--- config.mk ---
export PLATFORM = sky130hd
export DESIGN_NAME = list_init_dma
export DESIGN_NICKNAME = d
export VERILOG_FILES = /design/src/rtl/ltc_pkg.sv /design/src/rtl/ltc_regs.sv /design/src/rtl/ltc_walker.sv /design/src/rtl/ltc_wordgen.sv /design/src/rtl/list_init_dma.sv
export SDC_FILE = /design/constraint.sdc
export NUM_CORES = 1
export LEC_CHECK = 0
export ABC_AREA = 1
export CORE_MARGIN = 1.5
export CORE_UTILIZATION = 53
export DETAILED_ROUTE_END_ITERATION = 16
export PLACE_DENSITY = 0.79
export SLEW_MARGIN = 10
export SYNTH_ARGS = -nofsm -noshare
export SYNTH_HDL_FRONTEND = slang
export SYNTH_HIERARCHICAL = 1
export SYNTH_SLANG_ARGS = --single-unit
export TNS_END_PERCENT = 5
--- constraint.sdc ---
create_clock -name clk -period 2.7 [get_ports clk]
set_input_delay 0.54 -clock clk [delete_from_list [all_inputs] [get_ports clk]]
set_output_delay 0.54 -clock clk [all_outputs]
set_load 0.01 [all_outputs]
--- src/rtl/ltc_pkg.sv ---
package ltc_pkg;
  typedef enum logic [1:0] {ST_IDLE, ST_RUN, ST_DONE} walk_st_e;
  localparam logic [31:0] CTL_MAGIC  = 32'h1100_0002;
  localparam int          CTL_GO_BIT = 24;
  localparam logic [1:0]  SEL_TOP    = 2'd0;
  localparam logic [1:0]  SEL_COUNT  = 2'd1;
  localparam logic [1:0]  SEL_CTRL   = 2'd2;
endpackage

--- src/rtl/ltc_regs.sv ---
module ltc_regs
  import ltc_pkg::*;
#(
  parameter int ADDR_W = 32,
  parameter int CNT_W  = 16
) (
  input  logic              clk,
  input  logic              rst_n,
  input  logic              cfg_we,
  input  logic [1:0]        cfg_sel,
  input  logic [31:0]       cfg_wdata,
  input  logic              busy,
  input  logic              done,
  output logic [ADDR_W-1:0] top_q,
  output logic [CNT_W-1:0]  count_q,
  output logic [31:0]       ctrl_q,
  output logic              start,
  output logic              start_run
);
  logic wr_ok;
  assign wr_ok     = cfg_we && !busy;
  assign start     = wr_ok && (cfg_sel == SEL_CTRL) && cfg_wdata[CTL_GO_BIT];
  assign start_run = start && (cfg_wdata == CTL_MAGIC) && (count_q != '0);

  always_ff @(posedge clk or negedge rst_n) begin
    if (!rst_n) begin
      top_q   <= '0;
      count_q <= '0;
      ctrl_q  <= '0;
    end else begin
      if (wr_ok) begin
        case (cfg_sel)
          SEL_TOP:   top_q   <= cfg_wdata[ADDR_W-1:0];
          SEL_COUNT: count_q <= cfg_wdata[CNT_W-1:0];
          SEL_CTRL:  ctrl_q  <= cfg_wdata;
          default:   ;
        endcase
      end
      if (done) ctrl_q[CTL_GO_BIT] <= 1'b0;
    end
  end

  // registers are frozen while the walk runs
  p_frozen_r10: assert property (@(posedge clk) disable iff (!rst_n)
    busy && !done |=> $stable(ctrl_q) && $stable(count_q) && $stable(top_q));
endmodule

--- src/rtl/ltc_walker.sv ---
module ltc_walker
  import ltc_pkg::*;
#(
  parameter int ADDR_W = 32,
  parameter int CNT_W  = 16
) (
  input  logic              clk,
  input  logic              rst_n,
  input  logic              start,
  input  logic              start_run,
  input  logic [ADDR_W-1:0] top_addr,
  input  logic [CNT_W-1:0]  count,
  input  logic              mem_ready,
  output logic              mem_valid,
  output logic [ADDR_W-1:0] cur_addr,
  output logic              last,
  output logic              busy,
  output logic              done
);
  localparam logic [ADDR_W-1:0] STEP = ADDR_W'(4);
  walk_st_e                     st;
  logic [CNT_W-1:0]             rem;

  assign mem_valid = (st == ST_RUN);
  assign last      = (rem == CNT_W'(1));
  assign busy      = (st != ST_IDLE);
  assign done      = (st == ST_DONE);

  always_ff @(posedge clk or negedge rst_n) begin
    if (!rst_n) begin
      st       <= ST_IDLE;
      rem      <= '0;
      cur_addr <= '0;
    end else begin
      case (st)
        ST_IDLE: if (start) begin
          cur_addr <= top_addr;
          rem      <= count;
          st       <= start_run ? ST_RUN : ST_DONE;
        end
        ST_RUN: if (mem_ready) begin
          if (last) st <= ST_DONE;
          else begin
            cur_addr <= cur_addr - STEP;
            rem      <= rem - CNT_W'(1);
          end
        end
        default: st <= ST_IDLE;
      endcase
    end
  end

  p_step_down_r3: assert property (@(posedge clk) disable iff (!rst_n)
    mem_valid && mem_ready && !last |=> mem_valid && (cur_addr == $past(cur_addr) - STEP));
  p_hold_r8: assert property (@(posedge clk) disable iff (!rst_n)
    mem_valid && !mem_ready |=> mem_valid && $stable(cur_addr) && $stable(rem));
  p_last_ends_r6: assert property (@(posedge clk) disable iff (!rst_n)
    mem_valid && mem_ready && last |=> done && !mem_valid);
  p_done_pulse_r6: assert property (@(posedge clk) disable iff (!rst_n)
    done |=> !done && !busy);
endmodule

--- src/rtl/ltc_wordgen.sv ---
module ltc_wordgen #(
  parameter int ADDR_W = 32,
  parameter int PTR_W  = 24,
  parameter int DATA_W = 32
) (
  input  logic [ADDR_W-1:0] cur_addr,
  input  logic              last,
  output logic [DATA_W-1:0] data
);
  localparam logic [ADDR_W-1:0] STEP = ADDR_W'(4);
  logic [ADDR_W-1:0] below;
  logic [PTR_W-1:0]  ptr;

  assign below = cur_addr - STEP;
  assign ptr   = last ? {PTR_W{1'b1}} : below[PTR_W-1:0];
  assign data  = DATA_W'(ptr);
endmodule

--- src/rtl/list_init_dma.sv ---
module list_init_dma
  import ltc_pkg::*;
#(
  parameter int ADDR_W = 32,
  parameter int CNT_W  = 16
) (
  input  logic              clk,
  input  logic              rst_n,
  input  logic              cfg_we,
  input  logic [1:0]        cfg_sel,
  input  logic [31:0]       cfg_wdata,
  output logic [31:0]       ctl_status,
  output logic              busy,
  output logic              irq,
  output logic              mem_valid,
  input  logic              mem_ready,
  output logic [ADDR_W-1:0] mem_addr,
  output logic [31:0]       mem_data
);
  localparam int PTR_W = 24;

  logic [ADDR_W-1:0] top_q;
  logic [CNT_W-1:0]  count_q;
  logic              start, start_run, last, done;

  ltc_regs #(.ADDR_W(ADDR_W), .CNT_W(CNT_W)) u_regs (
    .clk(clk), .rst_n(rst_n), .cfg_we(cfg_we), .cfg_sel(cfg_sel),
    .cfg_wdata(cfg_wdata), .busy(busy), .done(done), .top_q(top_q),
    .count_q(count_q), .ctrl_q(ctl_status), .start(start), .start_run(start_run)
  );

  ltc_walker #(.ADDR_W(ADDR_W), .CNT_W(CNT_W)) u_walk (
    .clk(clk), .rst_n(rst_n), .start(start), .start_run(start_run),
    .top_addr(top_q), .count(count_q), .mem_ready(mem_ready),
    .mem_valid(mem_valid), .cur_addr(mem_addr), .last(last),
    .busy(busy), .done(done)
  );

  ltc_wordgen #(.ADDR_W(ADDR_W), .PTR_W(PTR_W), .DATA_W(32)) u_gen (
    .cur_addr(mem_addr), .last(last), .data(mem_data)
  );

  assign irq = done;

  p_upper_zero_r9: assert property (@(posedge clk) disable iff (!rst_n)
    mem_valid |-> (mem_data[31:24] == 8'h00));
  p_data_hold_r8: assert property (@(posedge clk) disable iff (!rst_n)
    mem_valid && !mem_ready |=> $stable(mem_data) && $stable(mem_addr));
  p_go_clear_r6: assert property (@(posedge clk) disable iff (!rst_n)
    irq |=> !ctl_status[CTL_GO_BIT] && !busy);
  p_start_busy_r1: assert property (@(posedge clk) disable iff (!rst_n)
    !busy && cfg_we && cfg_sel == SEL_CTRL && cfg_wdata[CTL_GO_BIT] |=> busy);
endmodule

**Yosys cells after proc, flatten, opt, wreduce, memory -nomap -nowiden**

Index checks and enable logic that the tools add are counted.

- $add $sub $neg: 2
- Equality and inequality tests: 10
- Muxes and demuxes: 17
- Reductions and logical operators: 19

Operators by type and width:

| kind | count |
|---|---|
| 2-to-1 mux 32 bit | 3 |
| case mux 32 bit (2 select lines) | 1 |
| 2-to-1 mux 25 bit | 2 |
| 2-to-1 mux 16 bit | 3 |
| equality test 32 x 29 -> 1 bit (second input constant) | 1 |
| case mux 16 bit (2 select lines) | 1 |
| subtractor 32 x 3 -> 32 bit (second input constant) | 1 |
| 2-to-1 mux 24 bit | 1 |
| equality test 16 x 1 -> 1 bit (second input constant) | 1 |
| nonzero test 16 bit | 1 |
| subtractor 16 x 1 -> 16 bit (second input constant) | 1 |
| 2-to-1 mux 2 bit | 4 |
| AND reduction 2 bit | 4 |
| nonzero test 2 bit | 4 |
| logical AND 1 bit | 5 |
| equality test 2 x 1 -> 1 bit (second input constant) | 2 |
| equality test 2 bit (second input constant) | 2 |
| zero test 2 bit | 2 |
| inequality test 2 x 1 -> 1 bit (second input constant) | 2 |
| inequality test 2 bit (second input constant) | 2 |
| case mux 2 bit (2 select lines) | 1 |
| AND reduction 4 bit | 1 |
| AND reduction 3 bit | 1 |
| zero test 1 bit | 1 |
| 2-to-1 mux 1 bit | 1 |

- Register bits after elaboration: 130
- Bits of input ports: 38
- Word-level logic and storage cells: 55

**Longest topological paths before layout**

Gate-level depths: netlist of the first run.

- Word-level depth: 10
- Gate-level depth with buffers: 15
- Mapped depth without buffers: 13

**Cells and area by module**

Netlist of the first run, hierarchy kept.

By module, submodules not included:

| module | times used | cells each | area an instance (um^2) | seq. area each (um^2) |
|---|---|---|---|---|
| ltc_walker | 1 | 602 | 3,638.5 | 1,251.2 |
| ltc_regs | 1 | 340 | 3,109.2 | 2,001.9 |
| ltc_wordgen | 1 | 150 | 752.0 | 0.0 |

**Worst setup path after synthesis of the first run**

No wires, ideal clock.

- Path kind: reg-to-output
- Start point: reg u_walk.rem[1]
- End point: out mem_data[16]
- Arrival time: 1,494 ps
- Required time: 2,160 ps
- Slack: 666 ps
- Stages on the path, launching flop included: 11
- Buffers on the path: 2
- Cells stage by stage: dfrtp_1 > inv_1 > ha_1 > nand2_1 > nor2_1 > nand3_1 > inv_1 > clkbuf_2 > clkinv_1 > buf_6 > nand3_1

- Cells in the longest elaborated chain, start to end: 2

RTL lines:

| item | line | RTL |
|---|---|---|
| start: declaration | ltc_walker.sv:22 | `logic [CNT_W-1:0] rem;` |
| start signal: assignment | ltc_walker.sv:38 | `rem <= count;` |
| start signal: assignment | ltc_walker.sv:45 | `rem <= rem - CNT_W'(1);` |
| equality test 16 x 1 -> 1 bit | ltc_walker.sv:25 | `assign last = (rem == CNT_W'(1));` |
| via last | list_init_dma.sv:24 | `logic start, start_run, last, done;` |
| 2-to-1 mux 24 bit | ltc_wordgen.sv:15 | `assign ptr = last ? {PTR_W{1'b1}} : below[PTR_W-1:0];` |
| end: declaration | list_init_dma.sv:18 | `output logic [31:0] mem_data` |

The timed path passes the listed nets, and every way through them passes these cells.

**Worst setup path in the final report of the first run**

- Start point: reg u_walk.rem[0]
- End point: out mem_data[6]

The elaborated chain is that of the path after synthesis.

==> results of run 1 <==
## repair_timing
action                                  4_1_cts  5_1_grt
endpoints found under the setup margin       24       22
gates cloned                                  0        0
resized for setup                            26       42
pin swaps                                     0        0
## state kept, by name (all words and copies together), names as in the netlist
register	cells
u_regs/count_q	16
u_walk/cur_addr	32
u_walk/st	2
u_regs/ctrl_q	32
u_regs/top_q	32
u_walk/rem	16
## final cells by class
type,instances,area [sq um],area share
flip-flops and latches,130,3250,0.343
multi-input cells,822,3640,0.383
repair buffers,148,1410,0.148
inverters,104,390,0.0411
clock inverters,14,143,0.0150
clock buffers,18,439,0.0463
well taps,180,225,0.0237
## metal layers
metal	wire length [microns]	GRT usage	up-vias
li1	-	-	3700
met3	1770	0.0651	22
met4	259	0.0963	0
met2	9180	0.425	353
met1	9000	0.408	3495
met5	0	0	-
## worst max-delay path: stages (launching register included)
cell and delay (ns):
dfrtp_1 0.42, ha_1 0.21, nand2_1 0.08, nor2_2 0.05, nand3_1 0.09, inv_2 0.09
buf_4 0.16, a21oi_1 0.14, o21ai_0 0.10, dlygate4sd2_1 0.29
## worst max path at each step
stage                    to     startpoint
2_1_floorplan  mem_data[16]  u_walk/rem[1]
3_3_place_gp    mem_data[8]  u_walk/rem[7]
3_5_place_dp    mem_data[8]  u_walk/rem[1]
4_1_cts         mem_data[0]  u_walk/rem[0]
5_1_grt         mem_data[8]  u_walk/rem[1]
6_report        mem_data[6]  u_walk/rem[0]
## metrics by stage
stage,setup WS (ns),setup TNS [ns],utilization,power [mW],hold slack [ns]
after floorplan,0.666,0,-,7.41,0.244
after global placement,0.188,0,0.650,9.79,0.466
after detailed placement,0.0798,0,0.650,9.94,0.473
after CTS,0.00149,0,0.691,12.1,0.134
after global routing,-0.0157,-0.0157,0.687,13.1,0.158
final,0.118,0,0.687,12.1,0.123
## cells by family (layout without fill, tap and decap cells)
logic type / count (synthesis) / count (layout) / synth area share
DFF: 130 / 130 / 0.434
other: 1 / 8 / 0.000500
muxes: 2 / 2 / 0.00300
and+or+nand+nor: 657 / 657 / 0.364
adders and majority gates: 4 / 4 / 0.00667
AOI/OAI and AO/OA: 141 / 141 / 0.0954
buffers and inverters: 147 / 284 / 0.0853
xor gates and xnor gates: 10 / 10 / 0.0117
## synth_stat cells
| master | count | area (sq um) |
|---|---|---|
| a21boi_0 | 1 | 7.51 |
| a21oi_1 | 9 | 45.0 |
| a31oi_1 | 2 | 12.5 |
| buf_1 | 1 | 3.75 |
| buf_2 | 12 | 60.1 |
| buf_4 | 11 | 82.6 |
| buf_6 | 4 | 45.0 |
| clkbuf_1 | 14 | 52.6 |
| clkbuf_2 | 1 | 5.00 |
| clkinv_1 | 1 | 3.75 |
| conb_1 | 1 | 3.75 |
| dfrtp_1 | 130 | 3250 |
| ha_1 | 4 | 50.1 |
| inv_1 | 101 | 379 |
| inv_2 | 2 | 7.51 |
| mux2_2 | 2 | 22.5 |
| nand2_1 | 342 | 1280 |
| nand2_2 | 6 | 37.5 |
| nand3_1 | 70 | 350 |
| nand3_2 | 1 | 10.0 |
| nand3b_1 | 7 | 52.6 |
| nand4_1 | 14 | 87.6 |
| nor2_1 | 187 | 702 |
| nor2_2 | 16 | 100 |
| nor2_4 | 4 | 45.0 |
| nor3_1 | 3 | 15.0 |
| o211ai_1 | 1 | 7.51 |
| o21ai_0 | 117 | 586 |
| o21ai_1 | 10 | 50.1 |
| o21bai_1 | 1 | 7.51 |
| or2_2 | 7 | 43.8 |
| xnor2_1 | 2 | 17.5 |
| xor2_1 | 8 | 70.1 |
## power by group
group / switching (mW) / internal, mW
Sequential: 0.966 / 2.85
Clock: 0.917 / 1.32
Combinational: 3.56 / 2.50
==> summary.md, run 1 <==
| Metric | Value |
|---|---|
| Filler cells | 1165 |
| Synthesis-to-layout area growth | 26.6% |
| Sequential area share after synthesis | 0.434 |
| Commonest non-fill, non-tap cell in the layout | nand2_1 |
| Vias in the first global route | 6848 |
| Synthesis Warnings | 6 |
| # setup viols final | 0 |
| Core Rows | 43 |
| Peak fanout along the critical path | 5 |
| Mapped Avg Cell Area | 6.87 sq um |
| Most frequent cells in the layout | nand2_1, nor2_1, dfrtp_1, o21ai_0, clkdlybuf4s50_1 |
| Dpl hpwl | 14.5 mm |
| RR Startpoint | u_walk/st[1] |
| Status | complete, no violations |
| Die ar. | 14900 sq um |
| H-Tree Depth | 4 |
| Slew @ Worst Pin | 0.576 ns |
| P_leak | 4.66 nW |
| Total grt overflow | 0 |
| Final cell count without fillers | 1416 |
| Fmax | 387 MHz |
| WL/cell | 14.3 microns |
| Post CTS Setup Buffer Count | 0 |
| Drt first pass iters | 6 |
| Port bufs | 128 |
| Core ar. | 13800 sq um |
| Crit path kind | flop to output pin |
| Fin area | 9490 sq um |
| Final Max Slew Viols | 0 |
| Ant. Diodes | 0 |
| Final Hold Fails | 0 |
| Post-synthesis instance area | 7500 sq um |
| Reg2reg end | u_walk/rem[11] |
| # placed instances | 1384 |
| Worst Setup End Kind | output pin |
| CTS tree | built |
| CP startpoint kind | flop |
| Dpl cell area | 8990 sq um |
| RSZ-0062 raised after global routing | yes |
| Gpl congestion | 0.919 |
| Antenna Nets Post-Route | 0 |
| Post-CTS Hold Fix Bufs | 0 |
| Starting DRC count in detailed routing | 732 |
| Via count | 7570 |
| Max-slew headroom | 0.616 |
| DIE HEIGHT | 122 microns |
| Worst-path clk slew | 0.06 ns |
| Skew-Pair Late Insertion Delay | 0.42 ns |
| R2R cell count | 14 |
| Detailed Route WL | 20.2 mm |
| Share of layout cells above drive strength 1 | 0.0906 |
| Yosys reg bits | 130 |
| Hold WC Path Type | primary input to async pin |
| Ports | 137 |
| Power Dens Cells | 1280 nW/um^2 |
| Post-synthesis cell count | 1092 |
| Root Buffer | clkbuf_16 |
| First-pass GRT wire length | 33.3 mm |
| Initial antenna violation count | 0 |
| CP Data Required Time | 2.16 ns |
| Clock skew | 0.0136 ns |
| Flop2flop setup slack | 0.59 ns |
| Data arrival, critical path | 2.04 ns |
| Clk sinks | 130 |
| CTS max path bufs | 2 |
| Drt drc | 0 |
| Fin nets | 1265 |
| Max Cap Viol | 0 |
| CTS Buf Count | 17 |
| Library cells used by synthesis | 33 |
| Maximum VDD drop | 0.676 mV |
| GRT Total Usage | 0.284 |
| Largest net degree at the start of global routing | 65 |
| Initial core utilization | 0.542 |
| Fin crit share | 0.956 |
| Fin crit period | 2.58 ns |
| Vias per cell | 5.35 |
| Die X | 122 microns |
No activity file was read; power rests on OpenSTA's default activity.
==> run 2: changes to the inputs <==
--- a/config.mk
+++ b/config.mk
@@ -15,4 +15,4 @@
 export SYNTH_HDL_FRONTEND = slang
 export SYNTH_HIERARCHICAL = 1
 export SYNTH_SLANG_ARGS = --single-unit
-export TNS_END_PERCENT = 5
+export TNS_END_PERCENT = 50
==> run 2 against run 1 <==
  * Sequential share of layout area decreased by 0.26 points
  * Register-to-register slack about the same
  * Utilization increased by 0.52 points
  * Design area increased by 0.76%
  * Wire length increased by 0.52%
  * Worst hold slack got worse by 0.0062 ns
  * Cell count increased by 0.14%
  * Flip-flop and latch count unchanged
  * Clock skew decreased by 0.0040 ns
  * Largest cell class unchanged
==> summary.md, run 2 (synthesis gave the netlist of run 1 again) <==
| Metric | Value |
|---|---|
| Skew-Pair Late Insertion Delay | 0.42 ns (about the same) |
| Initial core utilization | 0.542 (unchanged) |
| Largest net degree at the start of global routing | 65 (unchanged) |
| FF/Latch Area | 3250 sq um (unchanged) |
| Commonest non-fill, non-tap cell in the layout | nand2_1 |
| Port bufs | 128 (unchanged) |
| Peak fanout along the critical path | 17 (+12) |
| CP startpoint kind | flop |
| Share of layout cells above drive strength 1 | 0.0824 (-0.00822) |
| Final Max Slew Viols | 0 (unchanged) |
| Drt drc | 0 (unchanged) |
| Worst-path clk slew | 0.06 ns (about the same) |
| Seq pwr share | 0.314 (about the same) |
| Max-slew headroom | 0.615 (-0.000687) |
| Crit path kind | flop to output pin |
| Clock skew | 0.00958 ns (-0.00403 ns) |
| Sw Pwr | 5.46 mW (+0.36%) |
| Final Hold Fails | 0 (unchanged) |
| Ant. Diodes | 0 (unchanged) |
| Ports | 137 (unchanged) |
| DIE HEIGHT | 122 microns (unchanged) |
| Final cell count without fillers | 1418 (+0.14%) |
| Antenna Nets Post-Route | 0 (unchanged) |
| Synthesis-to-layout area growth | 27.6% |
| Detailed Route WL | 20.3 mm (+0.52%) |
| WL/cell | 14.3 microns (+0.38%) |
| Logic pwr share | 0.502 (+0.002) |
| Switching share of power | 0.449 (-0.000723) |
| Vias per cell | 5.36 (+0.18%) |
| Die X | 122 microns (unchanged) |
| Root Buffer | clkbuf_16 |
| GRT Total Usage | 0.285 (about the same) |
| Area of the multi-input gates | 3650 sq um (+0.21%) |
| Core ar. | 13800 sq um (unchanged) |
| Filler cells | 1155 (-0.86%) |
| Maximum VDD drop | 0.676 mV (about the same) |
| Hold WC Path Type | primary input to async pin |
| Most frequent cells in the layout | nand2_1, nor2_1, dfrtp_1, o21ai_0, clkdlybuf4s50_1 |
| Setup TNS Final | 0 ns (unchanged) |
| Initial antenna violation count | 0 (unchanged) |
| Drt first pass iters | 6 (unchanged) |
| Gpl congestion | 0.919 (unchanged) |
| Max Cap Viol | 0 (unchanged) |
| Status | complete, no violations |
| Fmax | 387 MHz (about the same) |
| Largest regs | u_regs/ctrl_q: 32 flops, u_regs/top_q: 32 flops, u_walk/cur_addr: 32 flops |
| Core Rows | 43 (unchanged) |
| P_int | 6.71 mW (+0.65%) |
| Clk sinks | 130 (unchanged) |
| Vias in the first global route | 6857 (+0.13%) |
| First-pass GRT wire length | 33.3 mm (unchanged) |
| Total grt overflow | 0 (unchanged) |
| Data arrival, critical path | 2.04 ns (about the same) |
| Clock power share | 0.184 (about the same) |
| Starting DRC count in detailed routing | 691 (-5.6%) |
| CP Data Required Time | 2.16 ns (about the same) |
| CTS max path bufs | 2 (unchanged) |
| Slew @ Worst Pin | 0.577 ns (+0.00103 ns) |
| # placed instances | 1384 (unchanged) |
| CTS tree | built |
| Via count | 7594 (+0.32%) |
| Worst Setup End Kind | output pin |
| CTS Buf Count | 17 (unchanged) |
| Fin crit share | 0.956 (about the same) |
| Fin nets | 1267 (+0.16%) |
| # setup viols final | 0 (unchanged) |
| Die ar. | 14900 sq um (unchanged) |
| P_leak | 4.66 nW (about the same) |
| H-Tree Depth | 4 (unchanged) |
| Total power | 12.2 mW (+0.52%) |
| Dpl hpwl | 14.5 mm (unchanged) |
| Power Dens Cells | 1270 nW/um^2 (-0.24%) |
| Fin crit period | 2.58 ns (-0.00132 ns) |
| RSZ-0062 raised after global routing | no |
==> run 2: cell types whose count changed in the layout (fill, tap and decap cells not counted) <==
| cell | before | now |
|---|---|---|
| nor2_4 | 4 | 5 |
| clkdlybuf4s15_1 | 3 | 10 |
| dlymetal6s2s_1 | 1 | 0 |
| buf_6 | 1 | 0 |
| dlygate4sd2_1 | 2 | 9 |
| clkbuf_2 | 18 | 5 |
| nor2_2 | 18 | 17 |
| ha_2 | 0 | 1 |
| buf_4 | 15 | 18 |
| ha_1 | 4 | 3 |
==> run 2: repair_timing <==
item	in CTS	in global routing
gates resized for setup	28	22
endpoints found under the setup margin	24	20
buffers inserted	1	1
pin swaps	0	1
hold buffers	0	0
==> run 2: per-stage QoR <==
step | util | hold WS (ns) | setup slack, ns | area [sq um]
global route | 0.692 | 0.158 | 0.00243 | 9570
global placement | 0.650 | 0.466 | 0.188 | 8990
detailed placement | 0.650 | 0.473 | 0.0798 | 8990
CTS | 0.691 | 0.134 | 0.0938 | 9560
floorplan | - | 0.244 | 0.666 | 7530
finish | 0.692 | 0.117 | 0.119 | 9570
==> run 2: metal layers <==
metal / routed length (microns) / global-route usage
met1: 9190 / 0.408
met2: 9150 / 0.425
met3: 1630 / 0.0655
met4: 348 / 0.0971
met5: 0 / 0
==> run 2: worst paths after layout <==
| check | from | end | slack (ns) | depth (start not counted) |
|---|---|---|---|---|
| setup / recovery | u_walk/rem[1] | mem_data[15] | 0.12 | 10 |
| hold / removal | rst_n | u_regs/ctrl_q[6] | 0.12 | 1 |
| setup reg to reg | u_walk/st[1] | u_walk/cur_addr[20] | 0.59 | 14 |
| hold reg to reg | u_regs/ctrl_q[31] | u_regs/ctrl_q[31] | 0.49 | 2 |
| max in group asynchronous | rst_n | u_regs/ctrl_q[17] | 1.94 | 2 |
| min in group clk | u_regs/ctrl_q[31] | u_regs/ctrl_q[31] | 0.49 | 2 |
==> run 2: power by group through the flow <==
stage               Combinational (mW)  Sequential [mW]  Clock, mW
global route                      6.86             3.94       2.37
CTS                               6.05             3.79       2.26
global placement                  6.01             3.78          0
detailed placement                6.14             3.80          0
floorplan                         3.64             3.77          0
finish                            6.11             3.82       2.24
==> run 2: layout make-up <==
type                       instances  share of cell area
tap                              180              0.0235
clock buffer                      18              0.0459
timing repair buffer             150               0.154
inverter                         104              0.0408
sequential                       130               0.340
clock inverter                    14              0.0149
multi-input combinational        822               0.381
==> run 2: critical path: stages, from the launching register on <==
cell and delay [ns]:
dfrtp_1 0.39, inv_1 0.10, ha_1 0.15, nand2_1 0.07, nor2_2 0.12, nand3_1 0.11, inv_2 0.10, clkinv_1 0.06
buf_4 0.19, nand3_1 0.09, dlygate4sd2_1 0.26
